==> src/rtl/combo_lock.sv <==
module combo_lock #(
  parameter int W = 4,
  parameter logic [W-1:0] CODE0 = W'(3),
  parameter logic [W-1:0] CODE1 = W'(10),
  parameter logic [W-1:0] CODE2 = W'(5)
) (
  input  logic         clk,
  input  logic         rst,
  input  logic [W-1:0] key_val,
  input  logic         key_stb,
  output logic [1:0]   code_sel,
  output logic         unlocked,
  output logic         fault
);

  typedef enum logic [2:0] {
    ST_C0   = 3'd0,
    ST_C1   = 3'd1,
    ST_C2   = 3'd2,
    ST_OPEN = 3'd3,
    ST_ERR  = 3'd4
  } state_t;

  state_t st, nxt;
  logic [W-1:0] ref_code;
  logic match, armed;

  assign armed = (st == ST_C0) || (st == ST_C1) || (st == ST_C2);

  always_comb begin
    case (st)
      ST_C0:   ref_code = CODE0;
      ST_C1:   ref_code = CODE1;
      default: ref_code = CODE2;
    endcase
  end

  assign match = armed && (key_val == ref_code);

  always_comb begin
    nxt = st;
    case (st)
      ST_C0, ST_C1, ST_C2:
        if (key_stb) nxt = match ? state_t'(st + 3'd1) : ST_ERR;
      ST_OPEN, ST_ERR: nxt = st;
      default: nxt = ST_C0;
    endcase
  end

  always_ff @(posedge clk) begin
    if (rst) st <= ST_C0;
    else     st <= nxt;
  end

  assign code_sel = armed ? st[1:0] : 2'd3;
  assign unlocked = (st == ST_OPEN);
  assign fault    = (st == ST_ERR);

  assert_reset_R1: assert property (@(posedge clk) rst |=> (code_sel == 2'd0 && !unlocked && !fault));
  assert_advance_R3: assert property (@(posedge clk) disable iff (rst)
    (key_stb && match && st == ST_C2) |=> unlocked);
  assert_wrong_R4: assert property (@(posedge clk) disable iff (rst)
    (key_stb && armed && !match) |=> fault);
  assert_hold_R5: assert property (@(posedge clk) disable iff (rst)
    !key_stb |=> $stable(st));
  assert_excl_R7: assert property (@(posedge clk) disable iff (rst)
    $onehot0({unlocked, fault}));
  assert_open_sel_R6: assert property (@(posedge clk) disable iff (rst)
    unlocked |-> code_sel == 2'd3);
  assert_stay_open_R8: assert property (@(posedge clk) disable iff (rst)
    unlocked |=> unlocked);
  assert_stay_err_R8: assert property (@(posedge clk) disable iff (rst)
    fault |=> fault);

endmodule

==> config.mk <==
export PLATFORM = sky130hd
export DESIGN_NAME = combo_lock
export DESIGN_NICKNAME = d
export VERILOG_FILES = /design/src/rtl/combo_lock.sv
export SDC_FILE = /design/constraint.sdc
export NUM_CORES = 1
export LEC_CHECK = 0
export BUFFER_PORTS_ARGS = -buffer_cell sky130_fd_sc_hd__clkbuf_2
export CAP_MARGIN = 20
export CORE_MARGIN = 5
export CORE_UTILIZATION = 25
export DETAILED_ROUTE_END_ITERATION = 10
export PLACE_DENSITY_LB_ADDON = 0.08
export SETUP_SLACK_MARGIN = 0.2
export SLEW_MARGIN = 15
export SYNTH_ARGS = -nofsm -noshare
export SYNTH_HDL_FRONTEND = slang
export SYNTH_SLANG_ARGS = --single-unit
==> constraint.sdc <==
create_clock -name clk -period 2.1 [get_ports clk]
set_input_delay 0.21 -clock clk [delete_from_list [all_inputs] [get_ports clk]]
set_output_delay 0.21 -clock clk [all_outputs]
set_load 0.03 [all_outputs]
Word-level counts from Yosys, hierarchy flattened
Cells that the tools add are included.
W data, S select, Z words.
{"block": "op_classes", "bitwise_logic": 1, "n_addsub": 1, "n_eq_ne": 6, "mux": 5, "n_reduce_logical": 7}
{"operator": "$pmux W4 S2", "count": 1}
{"operator": "$eq A3 B2 Y1 const B", "count": 2}
{"operator": "$mux W3", "count": 2}
{"operator": "$pmux W3 S2", "count": 1}
{"operator": "$eq A4 B4 Y1", "count": 1}
{"operator": "$add A3 B1 Y3 const B", "count": 1}
{"operator": "$eq A3 B1 Y1 const B", "count": 1}
{"operator": "$eq A3 B3 Y1 const B", "count": 1}
{"operator": "$logic_not A3 Y1", "count": 1}
{"operator": "$reduce_or A3 Y1", "count": 1}
{"operator": "$logic_or A1 B1 Y1", "count": 2}
{"operator": "$mux W2", "count": 1}
{"operator": "$ne A2 B2 Y1 const B", "count": 1}
{"operator": "$reduce_and A2 Y1", "count": 1}
{"operator": "$reduce_or A2 Y1", "count": 1}
{"operator": "$logic_and A1 B1 Y1", "count": 1}
{"operator": "$not A1 Y1", "count": 1}
{"block": "word_totals", "register_bits": 3, "in_bits": 7, "out_inout_bits": 4, "wordCells": 21}

Longest topological paths before layout
Gate-level depths: netlist of run 1.
{"block": "logic_depth", "ltp_word": 7, "depth_mapped": 6, "mapped_depth_nobuf": 6}

Worst setup path before layout of run 1
OpenSTA, ideal clock, no wires.
{"block": "synth_path", "path_type": "register -> register", "from": "register st[0]", "to": "register st[2]", "required_ps": 1978, "path_slack_ps": 474, "setup_ps": 122, "synth_period_minus_slack_ps": 1626, "arrival_time_ps": 1504, "path_stages_with_launch": 7, "n_path_buf": 0, "path_cell_list": "dfxtp_1 -> ha_1 -> ha_1 -> inv_1 -> o31ai_4 -> mux2_1 -> o311a_1"}
{"block": "synth_via", "word_cells_on_any_way": 19, "cone_classes": "add/sub (1); eq/ne (6); mux (4); bitwise (1); reduce/logical (7)"}
{"item": "from (decl)", "line": "24", "rtl": "state_t st, nxt;"}
{"item": "from (signal assigned)", "line": "52", "rtl": "else st <= nxt;"}
{"item": "$eq A3 B2 Y1 *"}
{"item": "named net unlocked", "line": "12", "rtl": "output logic unlocked,"}
{"item": "$reduce_or A2 Y1 *", "line": "42", "rtl": "case (st)"}
{"item": "$not A1 Y1 (no source line)"}
{"item": "$reduce_and A2 Y1 (no source line)"}
The timed path passes the listed nets; every way through them passes the cells marked *. The select of a mux whose other input is x is not followed.
A chain may end at the register's enable or synchronous reset.

Worst setup path after layout of run 1
{"block": "layout_path", "from": "register st[0]", "to": "output code_sel[1]"}
{"block": "layout_via", "elab_chain_cells": 4, "word_cells_on_any_way": 6, "cone_classes": "eq/ne (2); mux (1); reduce/logical (3)"}
{"item": "$eq A3 B1 Y1 or $logic_not A3 Y1 (tied branches)", "line": "28", "rtl": "assign armed = (st == ST_C0) || (st == ST_C1) || (st == ST_C2);"}
{"item": "$logic_or A1 B1 Y1", "line": "28"}
{"item": "$logic_or A1 B1 Y1 *", "line": "28"}
{"item": "$mux W2 *", "line": "55", "rtl": "assign code_sel = armed ? st[1:0] : 2'd3;"}
{"item": "to (decl)", "line": "11", "rtl": "output logic [1:0] code_sel,"}
Every way passes the cells marked *; elsewhere a longest branch is shown, timed or not.

==> results.cfg, run 1 <==
[cts]
cts-htree-levels = 1
cts.sinks = 3
cts_buffers = 3
clk_pin_slew_ns = 0.04
clockRootBuffer = clkbuf_4
cts_setup_buffers = 0
ctsHoldBuffers = 0
clk_latency_ns = 0.23
cts_buffer_depth = 2
tritoncts = yes

[sta]
fin_crit_ns = 1.78
hold_viol_final = 0
period_share_pct = 84.7
rsz0062_at_grt = false
finalSetupTns_ns = 0
slew_violations = 0
tightest_slew_ns = 0.301
fin_skew_ns = 0.00216
maxClockFrequency_ghz = 0.562
finalSetupViolCount = 0
relSlewSlack_pct = 79.7

[setup_path]
rr_worst_depth = 6
critPathKind = flip-flop to primary output
rr_startpoint = st[0]
crit_arrival_ns = 1.57
reg2reg_to = st[2]
crit_required_ns = 1.89
critPathCaptureType = primary output
worst_setup_path_start_kind = flip-flop
ff2ff_setup_slack_ns = 0.38
cp_max_fo = 5
timing.critical_path.from = st[0]
cp-endpoint = code_sel[1]

[cells_and_area]
area_delta_synth_final_pct = 32.1
largest_reg_flops = 3
regMostFlops = st
final_area_um2 = 458
nets = 70
drive_above_1_share_pct = 33.3
num_antenna_cells = 0
reg_top3 = st: 3 flops
nFillCells = 150

[logic_synthesis]
postSynthCellCount = 43
yosysUniqueCellTypes = 21
yosysTopAreaCellShare_pct = 18.1
yosysSeqAreaShare_pct = 17.3
synthArstFlopShare_pct = 0
avgSynthCellArea_um2 = 8.06
synth-warning-count = 0
post-synth-top-area-cell = ha_1
ys.flop_type = dfxtp_1
synth.area.top_cells = ha_1 (18%), dfxtp_1 (17%), inv_1 (6.5%), nand2_1 (6.5%), o31ai_4 (6.1%)
synth-edff-count = 0
synth_fp_nets = 55
synth_area_um2 = 347
ys_ff_latch = 3
synth_commonest_cells = inv_1 (6), nand2_1 (6), ha_1 (5)

[global_routing]
grt_pass1_wl_um = 1250
antenna_found_initial = 0
overflow = 0
grt_usage_pct = 7.92
grt_pass1_vias = 338
grt_max_degree = 9

[route]
highest-signal-layer = met3
wl_met1_um = 317
antenna_left = 0
met3_wirelength_um = 39
firstDrtPassIters = 2
met2_length_um = 355
drc = 0
drt_iter0_drc = 1
routed_via_density = 4.51
finalWirelength_um = 712
wl_per_cell_um = 9.89
num_vias = 325

[floorplanning]
placeableCoreArea_um2 = 1300
rows = 13
die-area_um2 = 2230
io_pins = 11
fp.dieW_um = 47.2
die_height_um = 47.2
initial_core_util_pct = 26.6

[worst_hold_path]
min_path_cells = 3
hold_path_class = input port to flip-flop

[run_status]
status = finished, final reports clean

[pwr]
p_leak_nw = 0.219
p_per_area_nw_per_um2 = 562
max-vdd-ir-drop_v = 0.000279

[placed_design]
globalplace.congestion = 0.684
hpwlAfterDp_um = 611
postPlaceCellArea_um2 = 415
io_buffers = 10

[flow_run]
cap_violations = 0
how the worst min path moves through the flow:
stage / from / end
after floorplan: rst / st[2]
after global placement: st[0] / st[0]
after detailed placement: st[1] / st[1]
after CTS: rst / st[2]
after global routing: rst / st[2]
final: rst / st[2]
kinds of logic after synthesis:
kind of cell	after synthesis	synth area share (%)
and+or+nand+nor	17	26.0
DFF	3	17.3
adders and majority gates	5	18.1
muxes	1	3.25
AOI/OAI and AO/OA	9	23.8
xor gates and xnor gates	2	5.06
buffers and inverters	6	6.50
layout by cell type, fill, tap and decap left out:
cell       n
nor2b_1    2
o2111ai_1  1
nand3_1    3
buf_2      1
o21bai_1   1
o31ai_4    1
o21ai_0    1
nor2_1     1
inv_1      6
o41ai_1    2
clkbuf_2   8
nor2_2     1
nand2b_1   1
ha_2       2
xnor2_1    2
nor2b_2    1
a21o_1     1
o311a_1    1
mux2_1     1
nand2_1    6
dfxtp_1    3
clkbuf_4   4
a21oi_1    1
ha_1       3
clkbuf_1   1
and2b_1    1
nor3_4     1
power breakdown:
part	leakage (nW)	internal, W	switching (W)
combinational	0.180	0.0000383	0.0000547
clock	0.0150	0.0000710	0.0000265
sequential	0.0244	0.0000606	0.00000638
total	0.219	0.000170	0.0000876
through the flow:
stage | utilization (%) | cells | hold slack (ns) | total power [W] | worst slack, ns
global placement | 31.9 | 68 | 0.516 | 0.000162 | 0.327
finish | 35.2 | 72 | 0.284 | 0.000257 | 0.322
detailed placement | 31.9 | 68 | 0.518 | 0.000158 | 0.338
floorplan | - | 43 | 0.412 | 0.000134 | 0.474
global route | 35.2 | 72 | 0.300 | 0.000280 | 0.197
CTS | 34.6 | 72 | 0.275 | 0.000262 | 0.252
layer usage:
| metal | global-route usage (%) | up-vias |
|---|---|---|
| met5 | 0 | - |
| met4 | 3.31 | 0 |
| met3 | 4.21 | 0 |
| met2 | 13.4 | 4 |
| met1 | 8.09 | 142 |
| li1 | - | 179 |
critical path, cell delays in order, from the launching register on:
cell     delay [ns]
dfxtp_1        0.37
inv_1          0.11
ha_1           0.24
nor3_4         0.26
nor2_2         0.10
nand2_1        0.08
buf_2          0.19
layout make-up:
class	instances	area, um2	share of cell area (%)
Sequential cell	3	60.1	13.1
Inverter	6	22.5	4.92
Clock buffer	4	26.3	5.74
Timing Repair Buffer	10	52.6	11.5
Multi-Input combinational cell	34	278	60.7
Tap cell	15	18.8	4.10
what timing repair did:
| action | 4_1_cts | 5_1_grt |
|---|---|---|
| gates resized for setup | 2 | 5 |
| pin swaps | 0 | 1 |
| endpoints found under the setup margin | 2 | 2 |
No activity file was read; power rests on OpenSTA's default activity.
==> inputs of run 2 (changes only) <==
==> constraint.sdc (replaced) <==
create_clock -name clk -period 1.4 [get_ports clk]
set_input_delay 0.14 -clock clk [delete_from_list [all_inputs] [get_ports clk]]
set_output_delay 0.14 -clock clk [all_outputs]
set_load 0.03 [all_outputs]
==> results.cfg, run 2 (synthesis results as in run 1) <==
[run_status]
status = complete, but fails checks
violations = negative setup slack

[floorplanning]
placeableCoreArea_um2 = 1300
rows = 13
initial_core_util_pct = 26.6
die-area_um2 = 2230
fp.dieW_um = 47.2
die_height_um = 47.2
io_pins = 11

[pwr]
max-vdd-ir-drop_v = 0.000461
p_leak_nw = 0.361
p_per_area_nw_per_um2 = 673

[global_routing]
grt_usage_pct = 12.4
grt_pass1_wl_um = 1890
grt_max_degree = 9
overflow = 0
antenna_found_initial = 0
grt_pass1_vias = 426

[sta]
layout_setup_ws_ns = -0.209
maxClockFrequency_ghz = 0.622
slew_violations = 0
relSlewSlack_pct = 78.6
hold_viol_final = 0
finalSetupViolCount = 6
fin_crit_ns = 1.61
tightest_slew_ns = 0.321
fin_skew_ns = 0.00182
hold_slack_ns = 0.241
rsz0062_at_grt = true
period_share_pct = 115

[cells_and_area]
largest_reg_flops = 3
reg_top3 = st: 3 flops
drive_above_1_share_pct = 81.4
nets = 83
multi_input_area_um2 = 449
final_area_um2 = 802
num_antenna_cells = 0
area_delta_synth_final_pct = 131
mostFrequentLayoutCell = buf_4
nFillCells = 124
seq_area_um2 = 66.3
stdcell_count = 85
layout_common_cells = buf_4 (8), clkbuf_2 (6), ha_4 (5), buf_6 (5), nand2_1 (4)
regMostFlops = st

[route]
antenna_left = 0
drt_iter0_drc = 3
firstDrtPassIters = 4
wl_per_cell_um = 14.1
finalWirelength_um = 1200
routed_via_density = 4.86
drc = 0
num_vias = 413

[cts]
cts.sinks = 3
cts-htree-levels = 1
clockRootBuffer = clkbuf_4
ctsHoldBuffers = 0
tritoncts = yes
clk_latency_ns = 0.24
clk_pin_slew_ns = 0.04
cts_buffer_depth = 2
cts_buffers = 3

[worst_hold_path]
hold_path_class = input port to flip-flop

[setup_path]
critPathCaptureType = flip-flop
worst_setup_path_start_kind = flip-flop
cp_max_fo = 5
critPathKind = flip-flop to flip-flop
crit_arrival_ns = 1.73
crit_required_ns = 1.52

[placed_design]
dp.cells = 76
hpwlAfterDp_um = 796
postPlaceCellArea_um2 = 519
io_buffers = 10
globalplace.congestion = 0.771

[flow_run]
cap_violations = 0
[run 2: cell types whose count changed in the layout (fill, tap and decap cells not counted), moves of 3 or more]
| cell | previous run | this run |
|---|---|---|
| buf_4 | 0 | 8 |
| buf_6 | 0 | 5 |
| ha_4 | 0 | 5 |
| inv_1 | 6 | 2 |
| buf_8 | 0 | 3 |
| dfxtp_1 | 3 | 0 |
| ha_1 | 3 | 0 |
| inv_4 | 0 | 3 |
[run 2: through the flow]
step                setup WS, ns  util, %  power [W]  setup TNS (ns)
floorplan                -0.0854        -   0.000214          -0.138
global placement          -0.229     39.9   0.000273          -0.701
detailed placement        -0.218     39.9   0.000274          -0.724
CTS                       -0.194     50.6   0.000483          -0.861
global route              -0.245     61.6   0.000570           -1.26
finish                    -0.209     61.6   0.000540          -0.935
[run 2: power breakdown]
part	total [W]	internal [W]	switching (W)
logic	0.000279	0.000147	0.000132
registers	0.000106	0.0000903	0.0000155
clock network	0.000154	0.000107	0.0000473
total	0.000540	0.000345	0.000195
[run 2: path summary, 6_finish.rpt]
| check | start | to | slack (ns) | cells after the start |
|---|---|---|---|---|
| worst max-delay path | st[0] | st[2] | -0.21 | 6 |
| worst min-delay path | rst | st[2] | 0.24 | 3 |
| worst max register to register | st[0] | st[2] | -0.21 | 6 |
| worst min register to register | st[0] | st[0] | 0.54 | 2 |
[run 2: layer usage]
| metal | vias to the layer above | track usage [%] | routed length [um] |
|---|---|---|---|
| met5 | - | 0 | 0 |
| met4 | 0 | 7.73 | 15 |
| met3 | 3 | 3.07 | 82 |
| met2 | 16 | 22.5 | 677 |
| met1 | 190 | 12.5 | 425 |
| li1 | 204 | - | - |
[run 2: worst max-delay path, stage by stage (launching register included)]
cell	delay [ns]
dfxtp_4	0.36
inv_4	0.08
ha_4	0.20
nor2b_4	0.06
o31ai_4	0.33
mux2_4	0.33
o311a_1	0.12
[run 2: timing repair]
action / CTS / global route
setup buffers: 3 / 2
endpoints found under the setup margin: 7 / 7
pin swaps: 4 / 8
resized for setup: 23 / 26
[run 2: final cells by class]
type | count | share of cell area, %
inverter | 6 | 3.74
clock buffer | 4 | 3.28
multi-input combinational | 34 | 56.0
timing repair buffer | 23 | 26.4
tap | 15 | 2.34
sequential | 3 | 8.27
==> inputs of run 3 (changes only) <==
--- a/config.mk
+++ b/config.mk
@@ -5,11 +5,13 @@
 export SDC_FILE = /design/constraint.sdc
 export NUM_CORES = 1
 export LEC_CHECK = 0
+export ABC_AREA = 1
 export BUFFER_PORTS_ARGS = -buffer_cell sky130_fd_sc_hd__clkbuf_2
 export CAP_MARGIN = 20
 export CORE_MARGIN = 5
 export CORE_UTILIZATION = 25
 export DETAILED_ROUTE_END_ITERATION = 10
+export GPL_ROUTABILITY_DRIVEN = 0
 export PLACE_DENSITY_LB_ADDON = 0.08
 export SETUP_SLACK_MARGIN = 0.2
 export SLEW_MARGIN = 15
==> results.cfg, run 3 <==
[cells_and_area]
final_area_um2 = 653
regMostFlops = st
post-route-util_pct = 43.9
layout_common_cells = nand2_1 (11), buf_4 (7), nand2_2 (6), inv_1 (6), clkbuf_2 (6)
nets = 88
nFillCells = 153
area_delta_synth_final_pct = 66.8
reg_top3 = st: 3 flops
mostFrequentLayoutCell = nand2_1
largest_reg_flops = 3
num_antenna_cells = 0
drive_above_1_share_pct = 64.0

[setup_path]
crit_chain = inv_4, ha_4, o21ai_4, nand2_4, nand2_2, buf_8
crit_required_ns = 1.26
crit_slowest_cell = dfxtp_4
worst_setup_path_start_kind = flip-flop
cp_top_family = flip-flops
worst_path_largest_cell_delay_ns = 0.37
critPathKind = flip-flop to primary output
crit_arrival_ns = 1.28
cp_num_buf_inv = 2
cp_max_fo = 4
rr_startpoint = st[1]
reg2reg_to = st[2]
rr_worst_depth = 9
critPathCaptureType = primary output
ff2ff_setup_slack_ns = 0

[global_routing]
grt_use_met1_pct = 8.62
antenna_found_initial = 0
grtUsageMet3_pct = 4.22
grt_pass1_vias = 374
grt_usage_pct = 8.03
grt_pass1_wl_um = 1540
grtUsageMet2_pct = 14.0
overflow = 0
grt.busiest_layer = met2
grt_max_degree = 8

[logic_synthesis]
synth_most_common_cell = nand2_1
synth_commonest_cells = nand2_1 (14), inv_1 (8), ha_1 (5)
ys_ff_latch = 3
yosysUniqueCellTypes = 18
synth.area.top_cells = ha_1 (16%), dfxtp_1 (15%), nand2_1 (13%), nand2_4 (8.6%), inv_1 (7.7%)
post-synth-top-area-cell = ha_1
synth_fp_nets = 66
avgSynthCellArea_um2 = 7.25
synth-edff-count = 0
ys.flop_type = dfxtp_1
yosysSeqAreaShare_pct = 15.3
synthArstFlopShare_pct = 0
synth_area_um2 = 392
synth-warning-count = 0
postSynthCellCount = 54
yosysTopAreaCellShare_pct = 16.0

[cts]
cts.sinks = 3
cts_buffer_depth = 2
clk_pin_slew_ns = 0.04
cts-htree-levels = 1
tritoncts = yes
cts_buffers = 3
clockRootBuffer = clkbuf_4
ctsHoldBuffers = 0
clk_latency_ns = 0.23

[sta]
fin_skew_ns = 0.00158
hold_viol_final = 0
finalSetupViolCount = 2
layout_setup_ws_ns = -0.0174
slew_violations = 0
maxClockFrequency_ghz = 0.706
period_share_pct = 101
tightest_slew_ns = 0.184
fin_crit_ns = 1.42
hold_slack_ns = 0.0930
relSlewSlack_pct = 87.7
rsz0062_at_grt = true

[route]
finalWirelength_um = 901
routed_via_density = 4.24
num_vias = 386
drc = 0
antenna_left = 0
firstDrtPassIters = 2
drt_iter0_drc = 1
wl_per_cell_um = 9.90

[placed_design]
io_buffers = 10
postPlaceCellArea_um2 = 537
pre_cts_ws_ns = -0.00284
hpwlAfterDp_um = 736

[floorplanning]
rows = 14
placeableCoreArea_um2 = 1490
die_height_um = 49.6
io_pins = 11
die-area_um2 = 2460
fp.dieW_um = 49.6
initial_core_util_pct = 26.3

[worst_hold_path]
min_path_cells = 2
hold_start = rst
holdPathEnd = st[1]
hold_path_class = input port to flip-flop

[pwr]
p_leak_nw = 0.307
p_per_area_nw_per_um2 = 1350
max-vdd-ir-drop_v = 0.000573
power_w = 0.000880

[flow_run]
cap_violations = 0

[run_status]
status = complete, but fails checks
violations = negative setup slack
[run 3: logic make-up (layout without fill, tap and decap cells)]
family	count (synthesis)	count (layout)	share of synthesized area (%)
adder cells (fa/ha/maj)	5	5	16.0
buffers and inverters	10	31	10.2
AO/OA/AOI/OAI	6	6	14.1
AND/OR/NAND/NOR	30	30	44.4
flip-flops	3	3	15.3
[run 3: metal layers]
layer  share of wire (%)  vias up
met5                   0        -
met4                   0        0
met3                 5.3        0
met2                  50        6
met1                  44      171
li1                    -      209
[run 3: what timing repair did]
item	4_1_cts	5_1_grt
gates cloned	0	0
buffers inserted	3	1
pin swaps	3	3
endpoints found under the setup margin	7	7
gates resized for setup	13	2
[run 3: where the power goes]
group	switching, W	internal, W	total, W
Combinational	0.000341	0.000277	0.000618
Clock	0.0000403	0.000107	0.000147
Sequential	0.0000159	0.0000989	0.000115
[run 3: how the worst max path moves through the flow]
stage / slack, ns / cells after the start / from / to
3_3_place_gp: -0.02 / 10 / st[1] / st[2]
2_1_floorplan: 0.09 / 10 / st[1] / st[2]
5_1_grt: -0.09 / 6 / st[0] / code_sel[1]
6_report: -0.02 / 6 / st[0] / code_sel[0]
4_1_cts: -0.06 / 6 / st[0] / code_sel[0]
3_5_place_dp: -0.003 / 10 / st[1] / st[2]
[run 3: cell type report]
class / instances / area [um2] / area share, %
inverters: 10 / 45.0 / 6.90
repair buffers: 17 / 140 / 21.5
well taps: 16 / 20.0 / 3.07
clock buffers: 4 / 26.3 / 4.02
flip-flops and latches: 3 / 65.1 / 9.96
multi-input cells: 41 / 357 / 54.6
[run 3: stage by stage]
step | setup TNS (ns) | std cells
after global placement | -0.0199 | 83
after detailed placement | -0.00284 | 83
after global routing | -0.347 | 91
final | -0.0337 | 91
after CTS | -0.135 | 90
after floorplan | 0 | 54
[run 3: worst reg2reg max path: stages, from the launching register on]
cell and delay [ns]:
dfxtp_2 0.31, buf_4 0.13, ha_2 0.18, ha_4 0.17, nor2_4 0.11, nand2_4 0.08
nor2_4 0.11, nand3_1 0.08, nand3_1 0.07, inv_1 0.04
